<file path="config.mk">
export PLATFORM = sky130hd
export DESIGN_NAME = wag_shift_reg
export DESIGN_NICKNAME = d
export VERILOG_FILES = /design/src/rtl/wag_pkg.sv /design/src/rtl/wag_section.sv /design/src/rtl/wag_ctrl.sv /design/src/rtl/wag_out_mux.sv /design/src/rtl/wag_shift_reg.sv
export SDC_FILE = /design/constraint.sdc
export NUM_CORES = 1
export LEC_CHECK = 0
export BUFFER_PORTS_ARGS = -buffer_cell sky130_fd_sc_hd__buf_2
export CAP_MARGIN = 10
export CELL_PAD_IN_SITES_DETAIL_PLACEMENT = 1
export CELL_PAD_IN_SITES_GLOBAL_PLACEMENT = 1
export CORE_AREA = 2 2 87 81
export DETAILED_ROUTE_END_ITERATION = 16
export DIE_AREA = 0 0 89 83
export PLACE_DENSITY = 0.81
export SETUP_SLACK_MARGIN = 0.2
export SYNTH_ARGS = -nofsm -noshare
export SYNTH_HDL_FRONTEND = slang
export SYNTH_SLANG_ARGS = --single-unit
</file>
<file path="constraint.sdc">
create_clock -name clk -period 1.6 [get_ports clk]
set_input_delay 0.16 -clock clk [delete_from_list [all_inputs] [get_ports clk]]
set_output_delay 0.16 -clock clk [all_outputs]
set_load 0.01 [all_outputs]
</file>
<file path="src/rtl/wag_pkg.sv">
package wag_pkg;

    localparam int unsigned BYTE_W = 8;

    typedef logic [BYTE_W-1:0] byte_t;

    typedef enum logic [2:0] {
        ST_START   = 3'd0,
        ST_EMIT    = 3'd1,
        ST_RELEASE = 3'd2,
        ST_SHIFT   = 3'd3,
        ST_ACCEPT  = 3'd4,
        ST_CLOSE   = 3'd5
    } step_state_t;

endpackage

</file>
<file path="src/rtl/wag_section.sv">
// One two-place ripple section: a younger place fed from the input and
// an older place fed from the younger one.
module wag_section
    import wag_pkg::*;
(
    input  logic  clk,
    input  logic  rst_n,
    input  logic  move_en,
    input  logic  load_en,
    input  byte_t load_data,
    output byte_t older
);

    byte_t young_q;
    byte_t old_q;

    always_ff @(posedge clk) begin
        if (!rst_n) begin
            young_q <= '0;
            old_q   <= '0;
        end else begin
            if (move_en) begin
                old_q <= young_q;
            end
            if (load_en) begin
                young_q <= load_data;
            end
        end
    end

    assign older = old_q;

endmodule

</file>
<file path="src/rtl/wag_ctrl.sv">
// Step controller: emit, release, shift, accept, close; then advance the
// round-robin section pointer.
module wag_ctrl
    import wag_pkg::*;
#(
    parameter int unsigned SECTIONS = 4,
    localparam int unsigned PTR_W = (SECTIONS > 1) ? $clog2(SECTIONS) : 1
) (
    input  logic             clk,
    input  logic             rst_n,
    input  logic             in_req,
    input  logic             out_ack,
    output logic             in_ack,
    output logic             out_req,
    output logic             move_en,
    output logic             load_en,
    output logic [PTR_W-1:0] sel
);

    localparam logic [PTR_W-1:0] LAST = PTR_W'(SECTIONS - 1);

    step_state_t state_q, state_d;
    logic [PTR_W-1:0] sel_q, sel_d;

    // Next-state and pointer logic
    always_comb begin
        state_d = state_q;
        sel_d   = sel_q;
        unique case (state_q)
            ST_START: begin
                state_d = ST_EMIT;
            end
            ST_EMIT: begin
                if (out_ack) state_d = ST_RELEASE;
            end
            ST_RELEASE: begin
                if (!out_ack) state_d = ST_SHIFT;
            end
            ST_SHIFT: begin
                state_d = ST_ACCEPT;
            end
            ST_ACCEPT: begin
                if (in_req) state_d = ST_CLOSE;
            end
            ST_CLOSE: begin
                if (!in_req) begin
                    state_d = ST_EMIT;
                    sel_d   = (sel_q == LAST) ? '0 : sel_q + 1'b1;
                end
            end
            default: begin
                state_d = ST_START;
            end
        endcase
    end

    // State register
    always_ff @(posedge clk) begin
        if (!rst_n) begin
            state_q <= ST_START;
            sel_q   <= '0;
        end else begin
            state_q <= state_d;
            sel_q   <= sel_d;
        end
    end

    // Outputs decoded from state
    always_comb begin
        out_req = 1'b0;
        in_ack  = 1'b0;
        move_en = 1'b0;
        load_en = 1'b0;
        unique case (state_q)
            ST_EMIT:   out_req = 1'b1;
            ST_SHIFT:  move_en = 1'b1;
            ST_ACCEPT: load_en = in_req;
            ST_CLOSE:  in_ack  = 1'b1;
            default: ;
        endcase
    end

    assign sel = sel_q;

endmodule

</file>
<file path="src/rtl/wag_out_mux.sv">
// Selects the older place of the section named by the pointer.
module wag_out_mux
    import wag_pkg::*;
#(
    parameter int unsigned SECTIONS = 4,
    localparam int unsigned PTR_W = (SECTIONS > 1) ? $clog2(SECTIONS) : 1
) (
    input  byte_t [SECTIONS-1:0] olders,
    input  logic  [PTR_W-1:0]    sel,
    output byte_t                dout
);

    always_comb begin
        dout = '0;
        for (int i = 0; i < SECTIONS; i++) begin
            if (sel == PTR_W'(i)) dout = olders[i];
        end
    end

endmodule

</file>
<file path="src/rtl/wag_shift_reg.sv">
module wag_shift_reg
    import wag_pkg::*;
#(
    parameter int unsigned SECTIONS = 4,
    localparam int unsigned PTR_W = (SECTIONS > 1) ? $clog2(SECTIONS) : 1
) (
    input  logic       clk,
    input  logic       rst_n,
    input  logic       in_req,
    output logic       in_ack,
    input  logic [7:0] in_data,
    output logic       out_req,
    input  logic       out_ack,
    output logic [7:0] out_data
);

    logic              move_en;
    logic              load_en;
    logic [PTR_W-1:0]  sel;
    byte_t [SECTIONS-1:0] olders;

    wag_ctrl #(.SECTIONS(SECTIONS)) u_ctrl (
        .clk     (clk),
        .rst_n   (rst_n),
        .in_req  (in_req),
        .out_ack (out_ack),
        .in_ack  (in_ack),
        .out_req (out_req),
        .move_en (move_en),
        .load_en (load_en),
        .sel     (sel)
    );

    for (genvar g = 0; g < SECTIONS; g++) begin : g_sec
        wag_section u_sec (
            .clk       (clk),
            .rst_n     (rst_n),
            .move_en   (move_en && (sel == PTR_W'(g))),
            .load_en   (load_en && (sel == PTR_W'(g))),
            .load_data (in_data),
            .older     (olders[g])
        );
    end

    wag_out_mux #(.SECTIONS(SECTIONS)) u_mux (
        .olders (olders),
        .sel    (sel),
        .dout   (out_data)
    );

endmodule

</file>
==> out/results.md <==
Status
• run status: finished with violations
• failing checks: negative setup slack

STA
• worst clock skew on the final layout: 0.01221 ns
• # setup viols final: 8
• final setup margin: -0.2592 ns
• RSZ-0062 raised after global routing: true
• final critical-path required period: 1.859 ns
• maximum achievable frequency: 537.9 MHz
• worst-margin pin slew: 0.3666 ns
• Final Cycle Share: 1.162
• endpoints failing hold: 0
• max-slew violation count: 0
• max-slew headroom at the worst pin: 0.7556

Setup path
• slowest cell on the critical path: dfxtp_2
• endpoint of the worst-slack reg-to-reg timing path: g_sec[1].u_sec.older[6]
• Reg2Reg Depth: 8
• worst-path maximum fanout: 8
• nature of the critical path endpoint: primary output
• worst reg2reg setup slack: 0.05 ns
• worst endpoint required time: 1.44 ns
• kind of critical path: reg2out
• R2R Path Start: u_ctrl.sel[1]
• worst setup path start: u_ctrl.sel[1]
• CP endpoint: out_data[6]
• startpoint class of the critical path: flop
• stage delay of the slowest cell on the critical path: 0.34 ns
• crit-path cells: buf_6, ha_4, buf_12, a21oi_4, o21ai_2, a22o_1, buf_2
• Data arrival, critical path: 1.70 ns

Place
• DP Worst Slack: -0.02819 ns
• hpwl dp: 4795 µm
• final weighted congestion of routability-driven global placement: 0.8002
• quantity of I/O buffers inserted on ports: 21
• cell count after placement: 411
• placed inst area: 3082 µm²

CTS
• clock latency reported for the late side of the worst-skew pair: 0.36 ns
• Root Buffer Master: clkbuf_8
• clock tree from TritonCTS: done
• clock buffer count from CTS: 9
• H-tree lvl count: 3
• Max Buffers Root-to-Sink: 2
• CTS Sinks: 69
• clock slew seen by the registers of the worst setup and hold paths: 0.08 ns

Floorplanning
• die boundary width: 89 µm
• placeable core region: 6446 µm²
• die footprint: 7387 µm²
• ports placed on the boundary: 22
• effective utilization at floorplan: 0.4406
• Die Height: 83 µm
• std cell rows: 28

Routing
• post-detailed-routing wire length: 8890 µm
• Routed Antenna Nets: 0
• routed wire length per instance: 20.16 µm
• residual DRC count: 0
• number of vias per cell: 5.556
• number of violations reported at the end of detailed-routing iteration 0: 127
• number of vias in the routed layout: 2450
• number of optimization iterations in the first detailed-route pass: 4

Pwr
• Max rail drop VDD: 532.3 µV
• power density relative to cell area: 957.1 nW/µm²
• Leak Pwr: 1.587 nW

GRT
• GRT overflow: 0
• number of global-route vias before repair: 2337
• largest net degree at the start of global routing: 78
• number of antenna violations at the first check in global routing: 0
• global-route wire length before repair: 12250 µm
• total routing usage reported by global routing: 0.2191

Synth
• number of nets in the synthesized netlist: 329
• count of state elements after synthesis: 69
• Avg Inst Size Synth: 9.074 µm²
• number of distinct standard cells referenced by the synthesized netlist: 29
• sequential area share after synthesis: 0.4863
• number of cells produced by synthesis: 313
• YS warnings: 0
• combined area of all synthesized cells: 2840 µm²

Final layout
• area taken by flip-flops and latches: 1389 µm²
• Layout Nets: 362
• Antenna diodes: 0
• area added between synthesis and finish: 32.82%
• share of cells above drive strength 1: 0.3219
• area used by multi-input combinational logic: 1569 µm²
• fillcell total: 741
• Post-Layout Inst Area: 3772 µm²
• non-filler cells, final: 441

Min path
• path class of the lowest-slack min-delay path: in2reg

Flow run
• reported max-cap violation count: 0

-- cells in the mapped netlist, drive strengths merged --
cell    count  share of area
nand4b      4          0.018
nor2        1         0.0013
and4bb      2         0.0088
a21o        1         0.0026
nor2b       3         0.0066
clkbuf      7         0.0097
and3b       1         0.0031
a22o        8          0.025
nand3      32          0.056
inv        12          0.016
and3        3         0.0066
nand2b      1         0.0022
nand2      52          0.079
ha          4          0.018
o21ai      42          0.074
mux2i      34           0.12
o311ai      1         0.0031
a31oi       1         0.0022
dfxtp      69           0.49
a21oi      17          0.030
buf        17          0.030
nand3b      1         0.0026
-- critical path: cells and delay by family, from the launching register on --
family                   cells  cell delay [ns]
buffers and inverters        3             0.41
AO/OA/AOI/OAI                3             0.38
flip-flops                   1             0.34
adder cells (fa/ha/maj)      1             0.19
-- power breakdown --
group / switching (mW) / internal (mW) / total, mW / leakage [nW]
combinational: 0.109 / 0.0661 / 0.175 / 0.903
sequential: 0.00583 / 1.72 / 1.73 / 0.558
clock: 0.661 / 1.05 / 1.71 / 0.126
total: 0.776 / 2.83 / 3.61 / 1.59
-- sequential cells by signal (all words and copies together), names as in the netlist --
name	count
g_sec.u_sec.older	32
u_ctrl.state_q	3
g_sec.u_sec.young_q	32
u_ctrl.sel	2
-- per-layer routing --
layer,routed length (µm),GRT usage,vias to the layer above,share of wire
met5,0,0,-,0
met3,479,0.07753,23,0.054
met2,4279,0.3263,70,0.48
met4,224,0.06106,0,0.025
li1,-,-,1160,-
met1,3905,0.2999,1197,0.44
-- kinds of logic (layout without fill, tap and decap cells) --
| kind of cell | Yosys count | in the layout | synth area share |
|---|---|---|---|
| AO/OA/AOI/OAI | 70 | 70 | 0.1366 |
| adder cells (fa/ha/maj) | 4 | 4 | 0.01762 |
| buffers and inverters | 36 | 73 | 0.05506 |
| flip-flops | 69 | 69 | 0.4863 |
| multiplexers | 34 | 34 | 0.1198 |
| AND/OR/NAND/NOR | 100 | 101 | 0.1846 |
-- cell usage in the layout (no fill, tap or decap), drive strengths merged --
| cell type | count |
|---|---|
| a21o | 1 |
| a21oi | 17 |
| a22o | 8 |
| a31oi | 1 |
| and3 | 3 |
| and3b | 1 |
| and4bb | 2 |
| buf | 44 |
| bufinv | 2 |
| clkbuf | 14 |
| clkinv | 1 |
| dfxtp | 69 |
| ha | 4 |
| inv | 12 |
| mux2i | 34 |
| nand2 | 52 |
| nand2b | 1 |
| nand3 | 32 |
| nand3b | 1 |
| nand4b | 5 |
| nor2 | 1 |
| nor2b | 3 |
| o21ai | 42 |
| o311ai | 1 |
-- worst min-delay path by stage --
stage | from | end | slack (ns) | depth (start not counted)
2_1_floorplan | out_ack | u_ctrl.state_q[0] | 0.35 | 2
3_3_place_gp | g_sec[1].u_sec.young_q[3] | g_sec[1].u_sec.older[3] | 0.44 | 2
3_5_place_dp | g_sec[1].u_sec.young_q[1] | g_sec[1].u_sec.young_q[1] | 0.46 | 2
4_1_cts | out_ack | u_ctrl.state_q[0] | 0.12 | 3
5_1_grt | out_ack | u_ctrl.state_q[0] | 0.14 | 3
6_report | out_ack | u_ctrl.state_q[0] | 0.12 | 3
-- area by class of cell --
class / count / share of cell area
clock inverter: 3 / 0.01725
clock buffer: 13 / 0.04743
tap: 90 / 0.02985
timing repair buffer: 45 / 0.1088
inverter: 12 / 0.01260
sequential: 69 / 0.3682
multi-input combinational: 209 / 0.4159
-- per-stage QoR --
stage / util / total power [mW] / hold slack, ns / TNS (ns)
2_1_floorplan: - / 1.853 / 0.3521 / 0
4_1_cts: 0.5417 / 3.576 / 0.1160 / -1.480
5_1_grt: 0.5852 / 3.718 / 0.1401 / -2.180
3_3_place_gp: 0.4781 / 1.903 / 0.4431 / 0
3_5_place_dp: 0.4781 / 1.908 / 0.4561 / -0.04995
6_report: 0.5852 / 3.611 / 0.1164 / -1.799
-- timing repair --
item / CTS / global route
setup buffers: 5 / 6
cloned: 1 / 2
endpoints found under the hold margin: 0 / 0
hold buffers: 0 / 0
resized for setup: 34 / 49
pin swaps: 4 / 13
endpoints found under the setup margin: 33 / 63
(Power assumes the default switching activity.)
